**config.mk**
```make
export PLATFORM = sky130hd
export DESIGN_NAME = chain_frame_proc
export DESIGN_NICKNAME = d
export VERILOG_FILES = /design/src/rtl/cfp_pkg.sv /design/src/rtl/cfp_pipe.sv /design/src/rtl/cfp_cfg.sv /design/src/rtl/cfp_ctrl.sv /design/src/rtl/chain_frame_proc.sv
export SDC_FILE = /design/constraint.sdc
export NUM_CORES = 1
export LEC_CHECK = 0
export ABC_AREA = 1
export BUFFER_PORTS_ARGS = -buffer_cell sky130_fd_sc_hd__buf_2
export CAP_MARGIN = 40
export CELL_PAD_IN_SITES_DETAIL_PLACEMENT = 0
export CELL_PAD_IN_SITES_GLOBAL_PLACEMENT = 1
export CORE_MARGIN = 2
export CORE_UTILIZATION = 40
export CTS_BUF_LIST = sky130_fd_sc_hd__clkbuf_8
export DETAILED_ROUTE_END_ITERATION = 10
export PLACE_DENSITY_LB_ADDON = 0.1
export SKIP_CTS_REPAIR_TIMING = 1
export SLEW_MARGIN = 10
export SYNTH_ARGS = -nofsm -noshare
export SYNTH_HDL_FRONTEND = slang
export SYNTH_SLANG_ARGS = --single-unit
```
**constraint.sdc**
```tcl
create_clock -name clk -period 2.75 [get_ports clk]
set_input_delay 0.6875 -clock clk [delete_from_list [all_inputs] [get_ports clk]]
set_output_delay 0.6875 -clock clk [all_outputs]
set_load 0.02 [all_outputs]
```
**src/rtl/cfp_pkg.sv**
```systemverilog
package cfp_pkg;

    // Frame geometry is fixed by the wire protocol
    localparam int WORD_W = 16;
    localparam int CMD_W  = 8;
    localparam int ADR_W  = WORD_W - CMD_W;

    localparam logic [CMD_W-1:0] CMD_ENUM     = 8'h01;
    localparam logic [CMD_W-1:0] CMD_RESET    = 8'h04;
    localparam logic [CMD_W-1:0] CMD_WRITE    = 8'h09;
    localparam logic [CMD_W-1:0] CMD_READ     = 8'h0A;
    localparam logic [CMD_W-1:0] CMD_READ_ACK = 8'h1A;

    typedef enum logic [2:0] {
        MD_IDLE,
        MD_HDR,
        MD_ENUM,
        MD_WRITE,
        MD_READ,
        MD_SKIP
    } mode_e;

    // Request to replace the word completing on the line
    typedef struct packed {
        logic              en;
        logic [WORD_W-1:0] word;
    } subst_t;

    function automatic logic [ADR_W-1:0] next_addr(input logic [ADR_W-1:0] a);
        return (a == {ADR_W{1'b1}}) ? a : a + 1'b1;
    endfunction

endpackage

```
**src/rtl/cfp_pipe.sv**
```systemverilog
module cfp_pipe
    import cfp_pkg::*;
(
    input  logic              clk,
    input  logic              rst,
    input  logic              bit_en,
    input  logic              in_sel,
    input  logic              in_dat,
    input  subst_t            subst,
    output logic [WORD_W-1:0] word_nxt,
    output logic              out_en,
    output logic              out_sel,
    output logic              out_dat
);

    logic [WORD_W-1:0] dat_line;
    logic [WORD_W-1:0] sel_line;

    // Word as it stands once the incoming bit has been shifted in
    assign word_nxt = {dat_line[WORD_W-2:0], in_dat};

    always_ff @(posedge clk) begin
        if (rst) begin
            dat_line <= '0;
            sel_line <= '0;
            out_en   <= 1'b0;
            out_sel  <= 1'b0;
            out_dat  <= 1'b0;
        end else begin
            out_en <= bit_en;
            if (bit_en) begin
                out_dat  <= dat_line[WORD_W-1];
                out_sel  <= sel_line[WORD_W-1];
                dat_line <= subst.en ? subst.word : word_nxt;
                sel_line <= {sel_line[WORD_W-2:0], in_sel};
            end
        end
    end

endmodule

```
**src/rtl/cfp_cfg.sv**
```systemverilog
module cfp_cfg
    import cfp_pkg::*;
#(
    parameter int REG_WORDS = 3,
    parameter int CFG_W     = 24,
    parameter int RSV_W     = 16,
    parameter int CNT_W     = 8,
    parameter logic [CFG_W-1:0] CFG_RST = 24'h0A4C21,
    localparam int REG_W    = WORD_W * REG_WORDS,
    localparam int IDX_W    = (REG_WORDS > 1) ? $clog2(REG_WORDS) : 1
) (
    input  logic              clk,
    input  logic              rst,
    input  logic              wr_en,
    input  logic [IDX_W-1:0]  wr_idx,
    input  logic [WORD_W-1:0] wr_word,
    output logic [CFG_W-1:0]  cfg_bits
);

    localparam int LAST = REG_WORDS - 1;

    logic [CFG_W-1:0] commit_val;

    // Each writable bit knows which payload word and which bit of it feed it
    for (genvar j = 0; j < CFG_W; j++) begin : g_bit
        localparam int POS = RSV_W + CNT_W + j;
        localparam int WI  = (REG_W - 1 - POS) / WORD_W;
        localparam int BI  = POS % WORD_W;
        if (WI == LAST) begin : g_direct
            assign commit_val[j] = wr_word[BI];
        end else begin : g_staged
            logic held;
            always_ff @(posedge clk) begin
                if (rst) begin
                    held <= 1'b0;
                end else if (wr_en && wr_idx == IDX_W'(WI)) begin
                    held <= wr_word[BI];
                end
            end
            assign commit_val[j] = held;
        end
    end

    // Register takes the new image only when the final word lands
    always_ff @(posedge clk) begin
        if (rst) begin
            cfg_bits <= CFG_RST;
        end else if (wr_en && wr_idx == IDX_W'(LAST)) begin
            cfg_bits <= commit_val;
        end
    end

endmodule

```
**src/rtl/cfp_ctrl.sv**
```systemverilog
module cfp_ctrl
    import cfp_pkg::*;
#(
    parameter int REG_WORDS = 3,
    localparam int REG_W    = WORD_W * REG_WORDS,
    localparam int IDX_W    = (REG_WORDS > 1) ? $clog2(REG_WORDS) : 1,
    localparam int LEFT_W   = $clog2(REG_WORDS + 1),
    localparam int BC_W     = $clog2(WORD_W)
) (
    input  logic              clk,
    input  logic              rst,
    input  logic              bit_en,
    input  logic              in_sel,
    input  logic [WORD_W-1:0] word_nxt,
    input  logic [REG_W-1:0]  reg_image,
    output subst_t            subst,
    output logic              wr_en,
    output logic [IDX_W-1:0]  wr_idx,
    output logic [WORD_W-1:0] wr_word,
    output logic [ADR_W-1:0]  node_id,
    output logic              clr_pulse
);

    mode_e             mode_q, mode_d;
    logic [BC_W-1:0]   bcnt_q, bcnt_d;
    logic [LEFT_W-1:0] left_q, left_d;
    logic [IDX_W-1:0]  widx_q, widx_d;
    logic [ADR_W-1:0]  node_q, node_d;
    logic              clr_q, clr_d;

    logic [CMD_W-1:0]  cmd;
    logic [ADR_W-1:0]  adr;
    logic              done, bcast, mine;

    assign cmd   = word_nxt[WORD_W-1 -: CMD_W];
    assign adr   = word_nxt[ADR_W-1:0];
    assign bcast = (adr == '0);
    assign mine  = (adr == node_q) && (node_q != '0);
    assign done  = bit_en && (mode_q != MD_IDLE) && (bcnt_q == BC_W'(WORD_W - 1));

    always_comb begin
        mode_d     = mode_q;
        bcnt_d     = bcnt_q;
        left_d     = left_q;
        widx_d     = widx_q;
        node_d     = node_q;
        clr_d      = 1'b0;
        subst      = '0;
        wr_en      = 1'b0;
        wr_idx     = widx_q;
        wr_word    = word_nxt;

        if (bit_en) begin
            if (mode_q == MD_IDLE) begin
                if (in_sel) begin
                    mode_d = MD_HDR;
                    bcnt_d = BC_W'(1);
                end
            end else begin
                bcnt_d = done ? '0 : bcnt_q + 1'b1;
            end
        end

        if (done) begin
            unique case (mode_q)
                MD_HDR: begin
                    mode_d = MD_IDLE;
                    widx_d = '0;
                    if (cmd == CMD_ENUM && bcast) begin
                        mode_d = MD_ENUM;
                        left_d = LEFT_W'(1);
                    end else if (cmd == CMD_WRITE) begin
                        mode_d = (bcast || mine) ? MD_WRITE : MD_SKIP;
                        left_d = LEFT_W'(REG_WORDS);
                    end else if (cmd == CMD_READ && mine) begin
                        subst.en   = 1'b1;
                        subst.word = {CMD_READ_ACK, adr};
                        mode_d     = MD_READ;
                        left_d     = LEFT_W'(REG_WORDS);
                    end else if (cmd == CMD_RESET && (bcast || mine)) begin
                        clr_d = 1'b1;
                    end
                end
                MD_ENUM: begin
                    node_d     = next_addr(adr);
                    subst.en   = 1'b1;
                    subst.word = {{CMD_W{1'b0}}, next_addr(adr)};
                    mode_d     = MD_IDLE;
                end
                MD_WRITE, MD_READ, MD_SKIP: begin
                    if (mode_q == MD_WRITE) begin
                        wr_en = 1'b1;
                    end
                    if (mode_q == MD_READ) begin
                        subst.en   = 1'b1;
                        subst.word = reg_image[REG_W - 1 - int'(widx_q) * WORD_W -: WORD_W];
                    end
                    widx_d = widx_q + 1'b1;
                    if (left_q == LEFT_W'(1)) begin
                        mode_d = MD_IDLE;
                    end else begin
                        left_d = left_q - 1'b1;
                    end
                end
                default: mode_d = MD_IDLE;
            endcase
        end
    end

    always_ff @(posedge clk) begin
        if (rst) begin
            mode_q <= MD_IDLE;
            bcnt_q <= '0;
            left_q <= '0;
            widx_q <= '0;
            node_q <= '0;
            clr_q  <= 1'b0;
        end else begin
            mode_q <= mode_d;
            bcnt_q <= bcnt_d;
            left_q <= left_d;
            widx_q <= widx_d;
            node_q <= node_d;
            clr_q  <= clr_d;
        end
    end

    assign node_id   = node_q;
    assign clr_pulse = clr_q;

endmodule

```
**src/rtl/chain_frame_proc.sv**
```systemverilog
module chain_frame_proc
    import cfp_pkg::*;
#(
    parameter int REG_WORDS = 3,
    parameter int CFG_W     = 24,
    parameter int RSV_W     = 16,
    parameter int CNT_W     = 8,
    parameter logic [CFG_W-1:0] CFG_RST = 24'h0A4C21,
    localparam int REG_W    = WORD_W * REG_WORDS,
    localparam int IDX_W    = (REG_WORDS > 1) ? $clog2(REG_WORDS) : 1
) (
    input  logic             clk,
    input  logic             rst,
    input  logic             in_en,
    input  logic             in_sel,
    input  logic             in_dat,
    input  logic [CNT_W-1:0] good_cnt,
    output logic             out_en,
    output logic             out_sel,
    output logic             out_dat,
    output logic [ADR_W-1:0] node_id,
    output logic [CFG_W-1:0] cfg_bits,
    output logic             engine_clear
);

    subst_t            subst;
    logic [WORD_W-1:0] word_nxt;
    logic              wr_en;
    logic [IDX_W-1:0]  wr_idx;
    logic [WORD_W-1:0] wr_word;
    logic [REG_W-1:0]  reg_image;

    assign reg_image = {cfg_bits, {RSV_W{1'b0}}, good_cnt};

    cfp_pipe u_pipe (
        .clk      (clk),
        .rst      (rst),
        .bit_en   (in_en),
        .in_sel   (in_sel),
        .in_dat   (in_dat),
        .subst    (subst),
        .word_nxt (word_nxt),
        .out_en   (out_en),
        .out_sel  (out_sel),
        .out_dat  (out_dat)
    );

    cfp_ctrl #(
        .REG_WORDS (REG_WORDS)
    ) u_ctrl (
        .clk       (clk),
        .rst       (rst),
        .bit_en    (in_en),
        .in_sel    (in_sel),
        .word_nxt  (word_nxt),
        .reg_image (reg_image),
        .subst     (subst),
        .wr_en     (wr_en),
        .wr_idx    (wr_idx),
        .wr_word   (wr_word),
        .node_id   (node_id),
        .clr_pulse (engine_clear)
    );

    cfp_cfg #(
        .REG_WORDS (REG_WORDS),
        .CFG_W     (CFG_W),
        .RSV_W     (RSV_W),
        .CNT_W     (CNT_W),
        .CFG_RST   (CFG_RST)
    ) u_cfg (
        .clk      (clk),
        .rst      (rst),
        .wr_en    (wr_en),
        .wr_idx   (wr_idx),
        .wr_word  (wr_word),
        .cfg_bits (cfg_bits)
    );

endmodule

```
# Word-level counts from Yosys, hierarchy flattened
# Cells that the tools add are included.
[totals]
ff_bits = 103
latch_bits = 0
ram_bits = 0
rom_bits = 0
out_inout_bits = 36
memories = 0
[op_classes]
n_addsub = 5
multipliers = 0
div_mod_pow = 0
magnitude_cmp = 0
eq_ne = 18
shift = 1
muxes = 31
bitwise = 2
reduce_logical = 22
[ops]
columns = ["operator", "n"]
rows = [
  ["$mux 17", 5],
  ["$shiftx 63x32->16", 1],
  ["$pmux 17 s3", 1],
  ["$mux 3", 9],
  ["$eq 8x4->1 const B", 2],
  ["$mux 16", 1],
  ["$mux 4", 3],
  ["$logic_and 1x1->1", 9],
  ["$add 8x1->8 const B", 1],
  ["$eq 8x1->1 const B", 1],
  ["$eq 8x3->1 const B", 1],
  ["$eq 8x8->1", 1],
  ["$eq 8x8->1 const B", 1],
  ["$logic_not 8->1", 1],
  ["$mux 2", 4],
  ["$mux 8", 1],
  ["$pmux 2 s2", 2],
  ["$reduce_bool 8->1", 1],
  ["$sub 6x6->7 const A", 1],
  ["$eq 3x2->1 const B", 2],
  ["$eq 3x3->1 const B", 2],
  ["$pmux 3 s2", 1],
  ["$reduce_and 2->1", 3],
  ["$reduce_or 6->1", 1],
  ["other kinds (18)", 24],
]

# Depth between registers and ports, before layout
[depth]
ltp_word = 9
depth_mapped = 14
depth_no_buf = 13

# Hierarchy
# A second synthesis with hierarchy kept.
[unflattened]
cells_unflattened = 920
area_unflattened_um2 = 5733.0
[modules_own_cells]
columns = ["mod", "instances", "cells_per_inst", "area_per_inst_um2"]
rows = [
  ["cfp_ctrl", 1, 388, 2188.3],
  ["cfp_cfg", 1, 299, 1984.4],
  ["cfp_pipe", 1, 232, 1556.5],
  ["chain_frame_proc", 1, 1, 3.8],
]

# Worst setup path after synthesis
# OpenSTA, ideal clock, no wires.
[synth_timing]
kind = "flip-flop to flip-flop"
startpoint = "register u_ctrl.widx_q[0] (netlist: u_ctrl.wr_idx[0])"
endpoint = "register u_pipe.dat_line[2]"
setup_ns = 0.056
arrival_time_ns = 1.817
t_required_ns = 2.694
slack_ns = 0.877
path_stages_with_launch = 11
path_buffers = 1
period_less_slack_ns = 1.873
path_cell_list = "dfxtp_1 inv_1 ha_1 inv_1 clkbuf_1 nor2_1 o31ai_1 nand3_1 nand3_1 nand2_1 inv_1"
[synth_via]
elab_chain_len = 6
[synth_rtl]
columns = ["element", "line", "text"]
rows = [
  ["start: declaration", "cfp_ctrl.sv:27", "logic [IDX_W-1:0] widx_q, widx_d;"],
  ["start signal: assignment", "cfp_ctrl.sv:122", "widx_q <= widx_d;"],
  ["$sub 6x6->7", "cfp_ctrl.sv:96", "subst.word = reg_image[REG_W - 1 - int'(widx_q) * WORD_W -: WORD_W];"],
  ["$shiftx 63x32->16", "cfp_ctrl.sv:96", ""],
  ["$mux 17", "cfp_ctrl.sv:94", "if (mode_q == MD_READ) begin"],
  ["$pmux 17 s3", "cfp_ctrl.sv:65", "unique case (mode_q)"],
  ["$mux 17", "cfp_ctrl.sv:64", "if (done) begin"],
  ["$mux 16", "cfp_pipe.sv:34", "dat_line <= subst.en ? subst.word : word_nxt;"],
  ["end signal: assignment", "cfp_pipe.sv:34", ""],
  ["end: declaration", "cfp_pipe.sv:16", "logic [WORD_W-1:0] dat_line;"],
]
# No other way between the ends.
# A chain may end at the register's enable or synchronous reset.

# Worst setup path after layout
[layout_timing]
startpoint = "register u_ctrl.widx_q[0] (netlist: u_ctrl.wr_idx[0])"
endpoint = "register u_pipe.dat_line[6]"
# Same word-level chain as after synthesis.

==> results list <==
- For this run, design rule violations remaining after detail routing come to 0.
- Dividing the final minimum period by the clock period gives 90.5%.
- In this run the worst path has a maximum fanout of 11.
* Required time at the endpoint of the critical path: around 3.0 ns
- IR analysis of the VDD net gives a maximum drop of 0.215 mV.
* Die outline area: about 13000 um2
- TritonCTS built the clock tree.
- Worst path arrival time: 2.78 ns
* Wirelength, routed: 12800 um
* Largest net degree at the start of global routing: 74
- Compared with the post-synthesis result, the final layout area differs by 11.7%.
- Worst slew margin: between 50% and 60%
* First-pass GRT wire length: about 21000 um
- In this run, synthesis produced a sequential element count of just over 100.
- Capture point of the worst path: u_pipe.dat_line[6]
* Cell Area, Synth: 4980 um2
- Including well taps, the total number of placed cells is 899.
* Max-slew violation count: 0
- Dividing the detail-routed via count by the number of cells gives ~4.9.
* Source of the critical timing path: u_ctrl.wr_idx[0]
- Worst-margin pin slew: 0.662 ns
- After global routing the overflow that remains totals 0.
- Setup violations remaining at the end of the flow were counted as 0.
- Among all stages on the critical path, the largest delay is contributed by sky130_fd_sc_hd__ha_1.
* Drt pass-1 iters: 5
- Post-layout total power: 0.00282 W
* Synthesized netlist net count: 730
* Reg clk slew, reported paths: 0.10 ns
* RSZ-0062 raised after global routing: false
- The number of clock buffers added by TritonCTS is 9.
- The cell sitting at the root of the clock tree is a sky130_fd_sc_hd__clkbuf_8.
- Walking the worst path, the cells encountered are inv_1 > ha_1 > clkinvlp_4 > or2_2 > o21ai_0 > o22ai_1 > nand3_1 > nand3_1 > nand2_1 > inv_1.
* Critical path start-end classification: reg2reg
- In this run the most critical hold path is launched from u_cfg.g_bit[23].g_staged.held.
- The floorplan step set the die width to ~120 um.
- Number of instances in the synthesized netlist: 709
* Post-synth EDFFs: 0
- Dividing the detail-routed wire length by the instance count gives 14.0 um.
- Placer's final routability congestion estimate: 0.867
- Initial DRC count: between 150 and 200
* Initial antenna violation count: 0
- Total number of yosys warnings: 0
- Total power per unit cell area: around 510 nW/um2
- Class of the most critical hold timing path: reg2reg
- The number of hold violations in the final report was 0.
- At the later pin of the worst-skew pair, clock insertion delay measures 0.39 ns.
- Depth of the most critical reg-to-reg path: 10
- In the final design database the tool counted 765 nets.
* Core ar.: approximately 12000 um2
* TNS Setup: 0 ns
- Starting density of the core: 41.3%
* Launching element type of the critical path: flop
- Summing over every cut layer, the via total after detailed routing is ~4500.
- Max-cap violations in this run came to 0.
- The endpoint identified for the worst register-to-register timing path is u_pipe.dat_line[6].
- The clock tree synthesis step divided the H-tree into 3 levels.
* Status: finished clean
* GRT Resource Usage Total: 20.1%
- The count of nets left with antenna violations once routing finished came out at 0.
- Once detailed placement completed, the half-perimeter wirelength came to 9090 um.
* Reported leakage power: 2.40 nW
- Max stage delay on crit path: 0.56 ns
- The worst setup path is captured at a flop.
- Slack of the worst reg-to-reg path: 0.26 ns
* Count of boundary I/O pins: 49
* Cell area reported after detailed placement: 5310 um2
- Number of buffers on the longest clock path: 2
- After synthesis, flip-flops and latches occupy ~41% of the total area.
* Via count of the first global-routing pass: roughly 4000
* Area of all placed cells without fillers: 5560 um2
- Post-synth cell types: 40
- Post-Layout Cell Count: 917
- The repair_antennas step left the layout with diodes totalling 0.
* Commonest register cell after synthesis: sky130_fd_sc_hd__dfxtp_1
- The clock period could shrink to around 2.5 ns.
- For this design, the sink count on the clock tree is 103.
- Utilization after layout: 46.1%
- Of all flip-flops after synthesis, the portion carrying an async set or reset was 0%.
- Startpoint of the worst-slack reg-to-reg timing path: u_ctrl.wr_idx[0]
- Max Clock Freq: about 0.40 GHz
* Number of rows created at floorplan: 40
* Vertical extent of the die: 116 um
- Of the cells placed in the final design, the portion with a size suffix greater than 1 is 13.9%.
- Between clock sinks in the finished design, the worst skew comes to 0.0129 ns.
* Syn_area_per_cell: roughly 7.0 um2
* Number of input and output port buffers inserted: 48
-- cells in the final DEF, fill, tap and decap left out, drive strengths merged, types with 3 or more instances in the layout --
cell / count
nand2: 134
clkbuf: 10
o211ai: 10
nor3: 5
xnor2: 5
o22ai: 5
a21oi: 68
nor2: 79
o21ai: 83
a211oi: 6
nand4: 8
buf: 58
inv: 97
nand3: 52
ha: 8
clkinv: 3
dfxtp: 103
-- synth_stat cells, drive strengths merged, types with 2 or more instances --
cell type / count / share of area [%]
o22ai: 5 / 0.63
dfxtp: 103 / 41
xnor2: 5 / 0.88
inv: 95 / 7.2
buf: 17 / 2.3
a211oi: 6 / 0.90
o21ai: 83 / 8.4
or2: 2 / 0.25
ha: 8 / 2.0
nor3: 5 / 0.50
nor2: 79 / 6.3
nand3: 52 / 6.3
clkbuf: 17 / 1.3
clkinv: 2 / 0.15
a31oi: 2 / 0.25
nand4: 8 / 1.0
nand2: 134 / 10
o211ai: 10 / 1.8
a21oi: 68 / 6.9
-- cell families (layout without fill, tap and decap cells) --
logic type / count (synthesis) / after routing / synth area share (%)
adders and majority gates: 8 / 8 / 2.01
xor gates and xnor gates: 6 / 6 / 1.06
DFF: 103 / 103 / 41.4
AOI/OAI and AO/OA: 178 / 178 / 19.5
buffers and inverters: 131 / 171 / 11.0
and+or+nand+nor: 283 / 283 / 25.0
-- how the worst min path moves through the flow --
stage / slack, ns / endpoint / cells past startpoint
after floorplan: 0.42 / u_cfg.g_bit[12].g_staged.held / 2
after global placement: 0.43 / u_cfg.g_bit[9].g_staged.held / 2
after detailed placement: 0.44 / u_cfg.g_bit[2].g_staged.held / 2
after CTS: 0.45 / u_cfg.g_bit[2].g_staged.held / 2
after global routing: 0.47 / u_cfg.g_bit[6].g_staged.held / 2
final: 0.45 / u_cfg.g_bit[23].g_staged.held / 2
-- sequential cells by signal, indices dropped and copies added (netlist names) --
signal	flops
u_ctrl.clr_pulse	1
u_cfg.g_bit.g_staged.held	24
u_pipe.out_en	1
u_pipe.dat_line	16
u_ctrl.wr_idx	2
u_ctrl.bcnt_q	4
u_ctrl.left_q	2
u_pipe.out_dat	1
u_ctrl.node_id	8
u_ctrl.mode_q	3
u_pipe.sel_line	16
u_pipe.out_sel	1
u_cfg.cfg_bits	24
-- per-stage QoR --
| stage | worst slack (ns) | hold WS [ns] |
|---|---|---|
| floorplan | 0.877 | 0.420 |
| global placement | 0.156 | 0.432 |
| detailed placement | 0.0741 | 0.435 |
| CTS | 0.0519 | 0.451 |
| global route | 0.0447 | 0.468 |
| finish | 0.263 | 0.451 |
-- area by class of cell --
type	instances	area, um2
clock buffer	10	138
clock inverter	6	92.6
fill	1282	6500
inverter	97	370
multi-input combinational	475	2370
sequential	103	2060
tap	168	210
timing repair buffer	58	315
-- power breakdown --
| part | internal, W | total [W] | switching [W] |
|---|---|---|---|
| Clock | 0.000546 | 0.00109 | 0.000542 |
| Combinational | 0.0000640 | 0.000188 | 0.000124 |
| Sequential | 0.00152 | 0.00155 | 0.0000285 |
| Total | 0.00213 | 0.00282 | 0.000694 |
-- routing by layer --
layer  routed length [um]  up-vias  part of all wire [%]  GRT usage [%]
met4                  116        0                  0.90           5.30
li1                     -     2374                     -              -
met1                 6790     2027                    53           30.0
met2                 5430       84                    42           29.5
met5                    0        -                     0              0
met3                  500        9                   3.9           4.24
-- critical path: cells and delay by family, from the launching register on --
| family | cells | cell delay, ns |
|---|---|---|
| flip-flops | 1 | 0.48 |
| AO/OA/AOI/OAI | 2 | 0.27 |
| buffers and inverters | 3 | 0.53 |
| adder cells (fa/ha/maj) | 1 | 0.56 |
| AND/OR/NAND/NOR | 4 | 0.56 |
(Power assumes the default switching activity.)
